$ cat src/rtl/vpic_pkg.sv
package vpic_pkg;
  typedef enum logic [1:0] {
    ENT_IDLE = 2'd0,
    ENT_SHOW = 2'd1,
    ENT_TAKE = 2'd2
  } ent_state_e;
endpackage

$ cat src/rtl/vpic_flag_bank.sv
module vpic_flag_bank #(
  parameter int unsigned N = 8
) (
  input  logic         clk,
  input  logic         rst_n,
  input  logic [N-1:0] set_i,
  input  logic [N-1:0] sw_clr_i,
  input  logic [N-1:0] hw_clr_i,
  output logic [N-1:0] flag_o
);
  logic [N-1:0] flag_q;

  // A new event outranks any clear arriving in the same cycle
  always_ff @(posedge clk) begin
    if (!rst_n) flag_q <= '0;
    else        flag_q <= set_i | (flag_q & ~(sw_clr_i | hw_clr_i));
  end

  assign flag_o = flag_q;

  for (genvar g = 0; g < N; g++) begin : g_chk
    assert_event_sticks_R2: assert property (@(posedge clk) disable iff (!rst_n)
      set_i[g] |=> flag_o[g]);
    assert_flag_holds_R2: assert property (@(posedge clk) disable iff (!rst_n)
      (flag_o[g] && !sw_clr_i[g] && !hw_clr_i[g]) |=> flag_o[g]);
    assert_take_clears_R3: assert property (@(posedge clk) disable iff (!rst_n)
      (hw_clr_i[g] && !set_i[g]) |=> !flag_o[g]);
  end
endmodule

$ cat src/rtl/vpic_arbiter.sv
module vpic_arbiter #(
  parameter int unsigned N     = 12,
  parameter int unsigned IDX_W = 4
) (
  input  logic [N-1:0]     req_i,
  output logic             any_o,
  output logic [IDX_W-1:0] idx_o
);
  // Scan from the top down so the lowest requester is written last
  always_comb begin
    idx_o = '0;
    for (int i = N - 1; i >= 0; i--) begin
      if (req_i[i]) idx_o = IDX_W'(i);
    end
  end

  assign any_o = |req_i;
endmodule

$ cat src/rtl/vpic_entry_seq.sv
module vpic_entry_seq
  import vpic_pkg::*;
#(
  parameter int unsigned VEC_W = 4
) (
  input  logic             clk,
  input  logic             rst_n,
  input  logic             any_i,
  input  logic [VEC_W-1:0] win_vec_i,
  input  logic             boundary_i,
  input  logic             gie_set_i,
  input  logic             gie_clr_i,
  input  logic             reti_i,
  input  logic             sleep_i,
  input  logic             vsel_i,
  output logic             take_o,
  output logic [VEC_W-1:0] vec_o,
  output logic             slept_o,
  output logic             vsel_o,
  output logic             gie_o
);
  ent_state_e state_q;
  logic       gie_q;
  logic       decide;

  // A clear in this very cycle suppresses the decision
  assign decide = (state_q == ENT_IDLE) && gie_q && any_i && boundary_i && !gie_clr_i;

  always_ff @(posedge clk) begin
    if (!rst_n) begin
      state_q <= ENT_IDLE;
      vec_o   <= '0;
      slept_o <= 1'b0;
      vsel_o  <= 1'b0;
    end else begin
      case (state_q)
        ENT_IDLE: if (decide) state_q <= ENT_SHOW;
        ENT_SHOW: state_q <= ENT_TAKE;
        default:  state_q <= ENT_IDLE;
      endcase
      if (decide) begin
        vec_o   <= win_vec_i;
        slept_o <= sleep_i;
        vsel_o  <= vsel_i;
      end
    end
  end

  always_ff @(posedge clk) begin
    if (!rst_n)                        gie_q <= 1'b0;
    else if (state_q == ENT_TAKE)      gie_q <= 1'b0;
    else if (gie_clr_i)                gie_q <= 1'b0;
    else if (gie_set_i || reti_i)      gie_q <= 1'b1;
  end

  assign take_o = (state_q == ENT_TAKE);
  assign gie_o  = gie_q;

  assert_take_drops_gie_R5: assert property (@(posedge clk) disable iff (!rst_n)
    take_o |=> !gie_o);
  assert_return_sets_gie_R5: assert property (@(posedge clk) disable iff (!rst_n)
    ((reti_i || gie_set_i) && !gie_clr_i && !take_o) |=> gie_o);
  assert_take_needs_gie_R5: assert property (@(posedge clk) disable iff (!rst_n)
    take_o |-> $past(gie_o, 2));
  assert_vec_held_R8: assert property (@(posedge clk) disable iff (!rst_n)
    take_o |-> $stable(vec_o));
  assert_take_single_R8: assert property (@(posedge clk) disable iff (!rst_n)
    take_o |=> !take_o);
  assert_take_at_boundary_R8: assert property (@(posedge clk) disable iff (!rst_n)
    take_o |-> $past(boundary_i, 2));
  assert_clear_blocks_R7: assert property (@(posedge clk) disable iff (!rst_n)
    gie_clr_i |-> ##2 !take_o);
endmodule

$ cat src/rtl/vpic_ctrl.sv
module vpic_ctrl #(
  parameter int unsigned N_EDGE     = 8,
  parameter int unsigned N_LEVEL    = 4,
  parameter int unsigned ADDR_W     = 16,
  parameter int unsigned VEC_STRIDE = 2,
  parameter int unsigned BOOT_BASE  = 32'h0000_F000,
  parameter int unsigned BASE_ENTRY = 4,
  parameter int unsigned WAKE_EXTRA = 4,
  localparam int unsigned N_SRC = N_EDGE + N_LEVEL,
  localparam int unsigned IDX_W = $clog2(N_SRC),
  localparam int unsigned VEC_W = $clog2(N_SRC + 1),
  localparam int unsigned CNT_W = $clog2(BASE_ENTRY + WAKE_EXTRA + 1)
) (
  input  logic               clk,
  input  logic               rst_n,
  input  logic [N_EDGE-1:0]  src_evt_i,
  input  logic [N_EDGE-1:0]  src_en_i,
  input  logic [N_LEVEL-1:0] lvl_cond_i,
  input  logic [N_LEVEL-1:0] lvl_en_i,
  input  logic               insn_done_i,
  input  logic               busy_i,
  input  logic               gie_set_i,
  input  logic               gie_clr_i,
  input  logic               reti_i,
  input  logic [N_EDGE-1:0]  flag_clr_i,
  input  logic               sleep_i,
  input  logic               vsel_i,
  output logic               gie_o,
  output logic [VEC_W-1:0]   vec_num_o,
  output logic [ADDR_W-1:0]  vec_addr_o,
  output logic               take_o,
  output logic [CNT_W-1:0]   entry_cycles_o
);
  logic [N_EDGE-1:0] flags;
  logic [N_EDGE-1:0] hw_clr;
  logic [N_SRC-1:0]  req_all;
  logic              any_req;
  logic [IDX_W-1:0]  win_idx;
  logic [VEC_W-1:0]  win_vec;
  logic              boundary;
  logic              slept_q;
  logic              vsel_q;
  logic [ADDR_W-1:0] base;

  // The flag of the vector being entered is cleared in the take cycle
  for (genvar g = 0; g < N_EDGE; g++) begin : g_hwclr
    assign hw_clr[g] = take_o && (vec_num_o == VEC_W'(g + 1));
  end

  vpic_flag_bank #(.N(N_EDGE)) u_flags (
    .clk      (clk),
    .rst_n    (rst_n),
    .set_i    (src_evt_i),
    .sw_clr_i (flag_clr_i),
    .hw_clr_i (hw_clr),
    .flag_o   (flags)
  );

  // Event sources first, condition sources above them
  assign req_all = {lvl_cond_i & lvl_en_i, flags & src_en_i};

  vpic_arbiter #(.N(N_SRC), .IDX_W(IDX_W)) u_arb (
    .req_i (req_all),
    .any_o (any_req),
    .idx_o (win_idx)
  );

  assign win_vec  = VEC_W'(win_idx) + VEC_W'(1);
  assign boundary = (insn_done_i && !busy_i) || sleep_i;

  vpic_entry_seq #(.VEC_W(VEC_W)) u_seq (
    .clk        (clk),
    .rst_n      (rst_n),
    .any_i      (any_req),
    .win_vec_i  (win_vec),
    .boundary_i (boundary),
    .gie_set_i  (gie_set_i),
    .gie_clr_i  (gie_clr_i),
    .reti_i     (reti_i),
    .sleep_i    (sleep_i),
    .vsel_i     (vsel_i),
    .take_o     (take_o),
    .vec_o      (vec_num_o),
    .slept_o    (slept_q),
    .vsel_o     (vsel_q),
    .gie_o      (gie_o)
  );

  assign base           = vsel_q ? ADDR_W'(BOOT_BASE) : '0;
  assign vec_addr_o     = base + ADDR_W'(vec_num_o) * ADDR_W'(VEC_STRIDE);
  assign entry_cycles_o = slept_q ? CNT_W'(BASE_ENTRY + WAKE_EXTRA) : CNT_W'(BASE_ENTRY);

  // Arbiter checks: the chosen source requests and nothing lower does
  logic             win_req;
  logic [N_SRC-1:0] below_win;
  always_comb begin
    win_req   = 1'b0;
    below_win = '0;
    for (int i = 0; i < N_SRC; i++) begin
      if (IDX_W'(i) == win_idx) win_req = req_all[i];
      below_win[i] = (IDX_W'(i) < win_idx);
    end
  end

  assert_lowest_wins_R1: assert property (@(posedge clk) disable iff (!rst_n)
    any_req |-> (win_req && ((req_all & below_win) == '0)));
  assert_no_reset_vector_R1: assert property (@(posedge clk) disable iff (!rst_n)
    take_o |-> (vec_num_o != '0));
  assert_wake_cost_R9: assert property (@(posedge clk) disable iff (!rst_n)
    take_o |-> ((entry_cycles_o == CNT_W'(BASE_ENTRY + WAKE_EXTRA)) == $past(sleep_i, 2)));
endmodule

$ cat config.mk
export PLATFORM = sky130hd
export DESIGN_NAME = vpic_ctrl
export DESIGN_NICKNAME = d
export VERILOG_FILES = /design/src/rtl/vpic_pkg.sv /design/src/rtl/vpic_flag_bank.sv /design/src/rtl/vpic_arbiter.sv /design/src/rtl/vpic_entry_seq.sv /design/src/rtl/vpic_ctrl.sv
export SDC_FILE = /design/constraint.sdc
export NUM_CORES = 1
export LEC_CHECK = 0
export ABC_AREA = 1
export CORE_AREA = 2 2 45 78
export CTS_CLUSTER_SIZE = 10
export DETAILED_ROUTE_END_ITERATION = 12
export DIE_AREA = 0 0 47 80
export PLACE_DENSITY = 0.95
export SYNTH_ARGS = -nofsm -noshare
export SYNTH_HDL_FRONTEND = slang
export SYNTH_HIERARCHICAL = 1
export SYNTH_SLANG_ARGS = --single-unit
export TNS_END_PERCENT = 10
$ cat constraint.sdc
create_clock -name clk -period 3.9 [get_ports clk]
set_clock_uncertainty 0.1 [all_clocks]
set_input_delay 0.585 -clock clk [delete_from_list [all_inputs] [get_ports clk]]
set_output_delay 0.585 -clock clk [all_outputs]
set_load 0.01 [all_outputs]
==> summary.md <==
| Metric | Value |
|---|---|
| Reg2Reg Depth | 13 |
| Die width | 47 um |
| Worst-Skew Late Latency | 250 ps |
| Post_cts resized | 0 |
| Final min period | 2340 ps |
| Fraction of the yosys area taken by sequential cells | 26.4% |
| Area occupied by multi-input gates | 598 sq um |
| Antenna Nets Post-Route | 0 |
| CP Launch Type | flip-flop |
| Core area | 3110 sq um |
| Worst setup path startpoint | u_seq/state_q[1]$_SDFFE_PN0P_ |
| Slew Viols, Final | 0 |
| Initial Util | 41.5% |
| Clock sinks | 17 |
| Area growth syn-to-layout | 42.2% |
| Setup TNS | 0 ps |
| PwrDens | 250 nW/um^2 |
| Final worst setup slack | 1560 ps |
| # placed instances | 305 |
| Cell area after synthesis | 1290 sq um |
| Critical Path AT | 1650 ps |
| Worst R2R Start | u_flags/flag_o[1]$_SDFF_PN0_ |
| Clk root buf | clkbuf_8 |
| Worst setup EP type | primary output |
| Clock Path Buffers | 2 |
| Fill cells | 301 |
| Initial drt markers | 42 |
| Final nets | 309 |
| RR Endpoint | u_seq/vec_o[3]$_SDFFE_PN0P_ |
| Syn Area/Cell | 5.95 sq um |
| Drt wl/cell | 9.46 um |
| Tcrit/Tclk final | 60.0% |
| VDD IR max | 0.183 mV |
| Number of hold buffers added after cts | 0 |
| DRC viols | 0 |
| Total CTS buffers | 3 |
| Worst R2R Setup Slack | 2030 ps |
| Crit-path max FO | 5 |
| Yosys warning total | 6 |
| Min-Delay Path Class | flip-flop to flip-flop |
| I/O Buffers | 56 |
| # diodes | 0 |
| Fin. Hold Viols | 0 |
| First-pass GRT wire length | 4.80 mm |
| RSZ-0062 raised after global routing | false |
| Detailed placement HPWL | 2.47 mm |
| Die height | 80 um |
| Global route overflow | 0 |
| Compound-Gate Fraction of Synth Area | 4.84% |
| H-tree depth | 1 |
| Maxcap violations | 0 |
| Fraction of synthesized cell area in xor and xnor cells | 0.678% |
| Post-Route WL | 2.92 mm |
| Yosys cell types | 22 |
| DR pass1 iterations | 4 |
| Seq. cell area | 340 sq um |
| Status | complete, no violations |
| Setup WS pre-CTS | 1330 ps |
| Fraction of layout cells with a size suffix above 1 | 5.64% |
| Critical Path RT | 3210 ps |
| P_leak | 0.939 nW |
| Clk slew on worst S/H paths | 70 ps |
| Post-synthesis simple-gate area fraction | 36.9% |
| Vias per cell | 4.31 |
| Cell row count | 27 |
| Post-synthesis adder-cell area fraction | 0.969% |
| Total GRT Usage | 17.1% |
| Ports | 67 |
| Yosys reg bits | 17 |
| Initial antenna violation count | 0 |
| DIE AREA | 3760 sq um |
| Final Non-Filler Cells | 309 |
| Kind of critical path | flip-flop to primary output |
| Critical path endpoint | take_o |
| Vias | 1,331 |
| Final core utilization | 59.1% |
| Largest family of logic cells by synthesized area | simple AND/OR/NAND/NOR gates |
| Post-synthesis instance total | 217 |
| Post-synthesis mux area share | 0% |
| Pin count of the biggest net entering global routing | 11 |
| Routability cong. | 0.891 |
| Vias in the first global route | 1,256 |
| Final setup fails | 0 |
| Setup bufs post-CTS | 0 |
| CTS tree | yes |
| FMAX | 0.427 GHz |
synthesized netlist by cell type:
cell | count | area [sq um]
inv_1 | 60 | 225
nand2_1 | 50 | 188
nor2_1 | 27 | 101
buf_4 | 20 | 150
dfxtp_1 | 17 | 340
a21oi_1 | 8 | 40.0
nand3_1 | 7 | 35.0
nand4_1 | 7 | 43.8
inv_2 | 3 | 11.3
nor3_2 | 3 | 30.0
nor2_4 | 2 | 22.5
nor3_1 | 2 | 10.0
or2_1 | 2 | 12.5
a21oi_2 | 1 | 8.76
a31oi_1 | 1 | 6.26
conb_1 | 1 | 3.75
ha_1 | 1 | 12.5
nand3_2 | 1 | 10.0
nand3_4 | 1 | 17.5
o21bai_1 | 1 | 7.51
or2_0 | 1 | 6.26
xor2_1 | 1 | 8.76
per-stage QoR:
step | hold slack (ps) | power, mW | cell area [sq um]
after floorplan | 339 | 0.273 | 1330
after global placement | 347 | 0.321 | 1790
after detailed placement | 352 | 0.326 | 1790
after CTS | 362 | 0.460 | 1840
after global routing | 389 | 0.488 | 1840
final | 362 | 0.458 | 1840
worst min path at each step:
stage	startpoint	end	slack [ps]	cells past startpoint
after floorplan	u_flags/flag_o[0]$_SDFF_PN0_	u_flags/flag_o[0]$_SDFF_PN0_	340	2
after global placement	u_flags/flag_o[4]$_SDFF_PN0_	u_flags/flag_o[4]$_SDFF_PN0_	350	2
after detailed placement	u_flags/flag_o[0]$_SDFF_PN0_	u_flags/flag_o[0]$_SDFF_PN0_	350	2
after CTS	u_flags/flag_o[0]$_SDFF_PN0_	u_flags/flag_o[0]$_SDFF_PN0_	360	2
after global routing	u_flags/flag_o[2]$_SDFF_PN0_	u_flags/flag_o[2]$_SDFF_PN0_	390	2
final	u_flags/flag_o[6]$_SDFF_PN0_	u_flags/flag_o[6]$_SDFF_PN0_	360	2
cell usage in the layout, fill, tap and decap left out:
cell             instances
ha_1                     1
or2_1                    2
nand2_1                 50
or2_0                    1
inv_2                    3
o21bai_1                 1
nor2_1                  27
nand3_2                  1
clkdlybuf4s50_1         56
nor2_4                   2
xor2_1                   1
inv_1                   60
a21oi_1                  8
nand4_1                  7
a21oi_2                  1
dfxtp_1                 17
a31oi_1                  1
nand3_4                  1
clkbuf_8                 3
nand3_1                  7
nor3_1                   2
nor3_2                   3
clkinv_2                 1
conb_1                  10
worst max-delay path: stages (launching register included):
cell	delay (ps)
dfxtp_1	400
inv_1	60
nor2_1	320
clkdlybuf4s50_1	620
state kept, by name (all words and copies together), names as in the netlist:
| register | cells |
|---|---|
| u_flags/flag_o | 8 |
| u_seq/vec_o | 4 |
| u_seq/state_q | 2 |
| u_seq/gie_o | 1 |
| u_seq/slept_o | 1 |
| u_seq/vsel_o | 1 |
per-layer routing:
metal  global-route usage, %  up-vias  share of wire [%]
met5                       0        -                  0
met4                    9.44        0                3.6
met3                    2.04       15                4.9
met2                    33.2       54                 58
met1                    15.3      564                 34
li1                        -      698                  -
final cells by class:
class / count / share of cell area (%)
Inverter: 63 / 12.9
Clock inverter: 1 / 0.273
Timing Repair Buffer: 56 / 30.5
Sequential cell: 17 / 18.5
Clock buffer: 3 / 2.25
Tap cell: 43 / 2.93
Multi-Input combinational cell: 126 / 32.6
kinds of logic after synthesis:
| family | after synthesis |
|---|---|
| AO/OA/AOI/OAI | 11 |
| flip-flops | 17 |
| other | 1 |
| AND/OR/NAND/NOR | 103 |
| XOR/XNOR | 1 |
| adder cells (fa/ha/maj) | 1 |
| buffers and inverters | 83 |
where the power goes:
part | total (mW) | internal (mW) | switching, mW
sequential | 0.190 | 0.182 | 0.00705
clock | 0.136 | 0.0710 | 0.0645
combinational | 0.133 | 0.0706 | 0.0623
(Power assumes the default switching activity.)
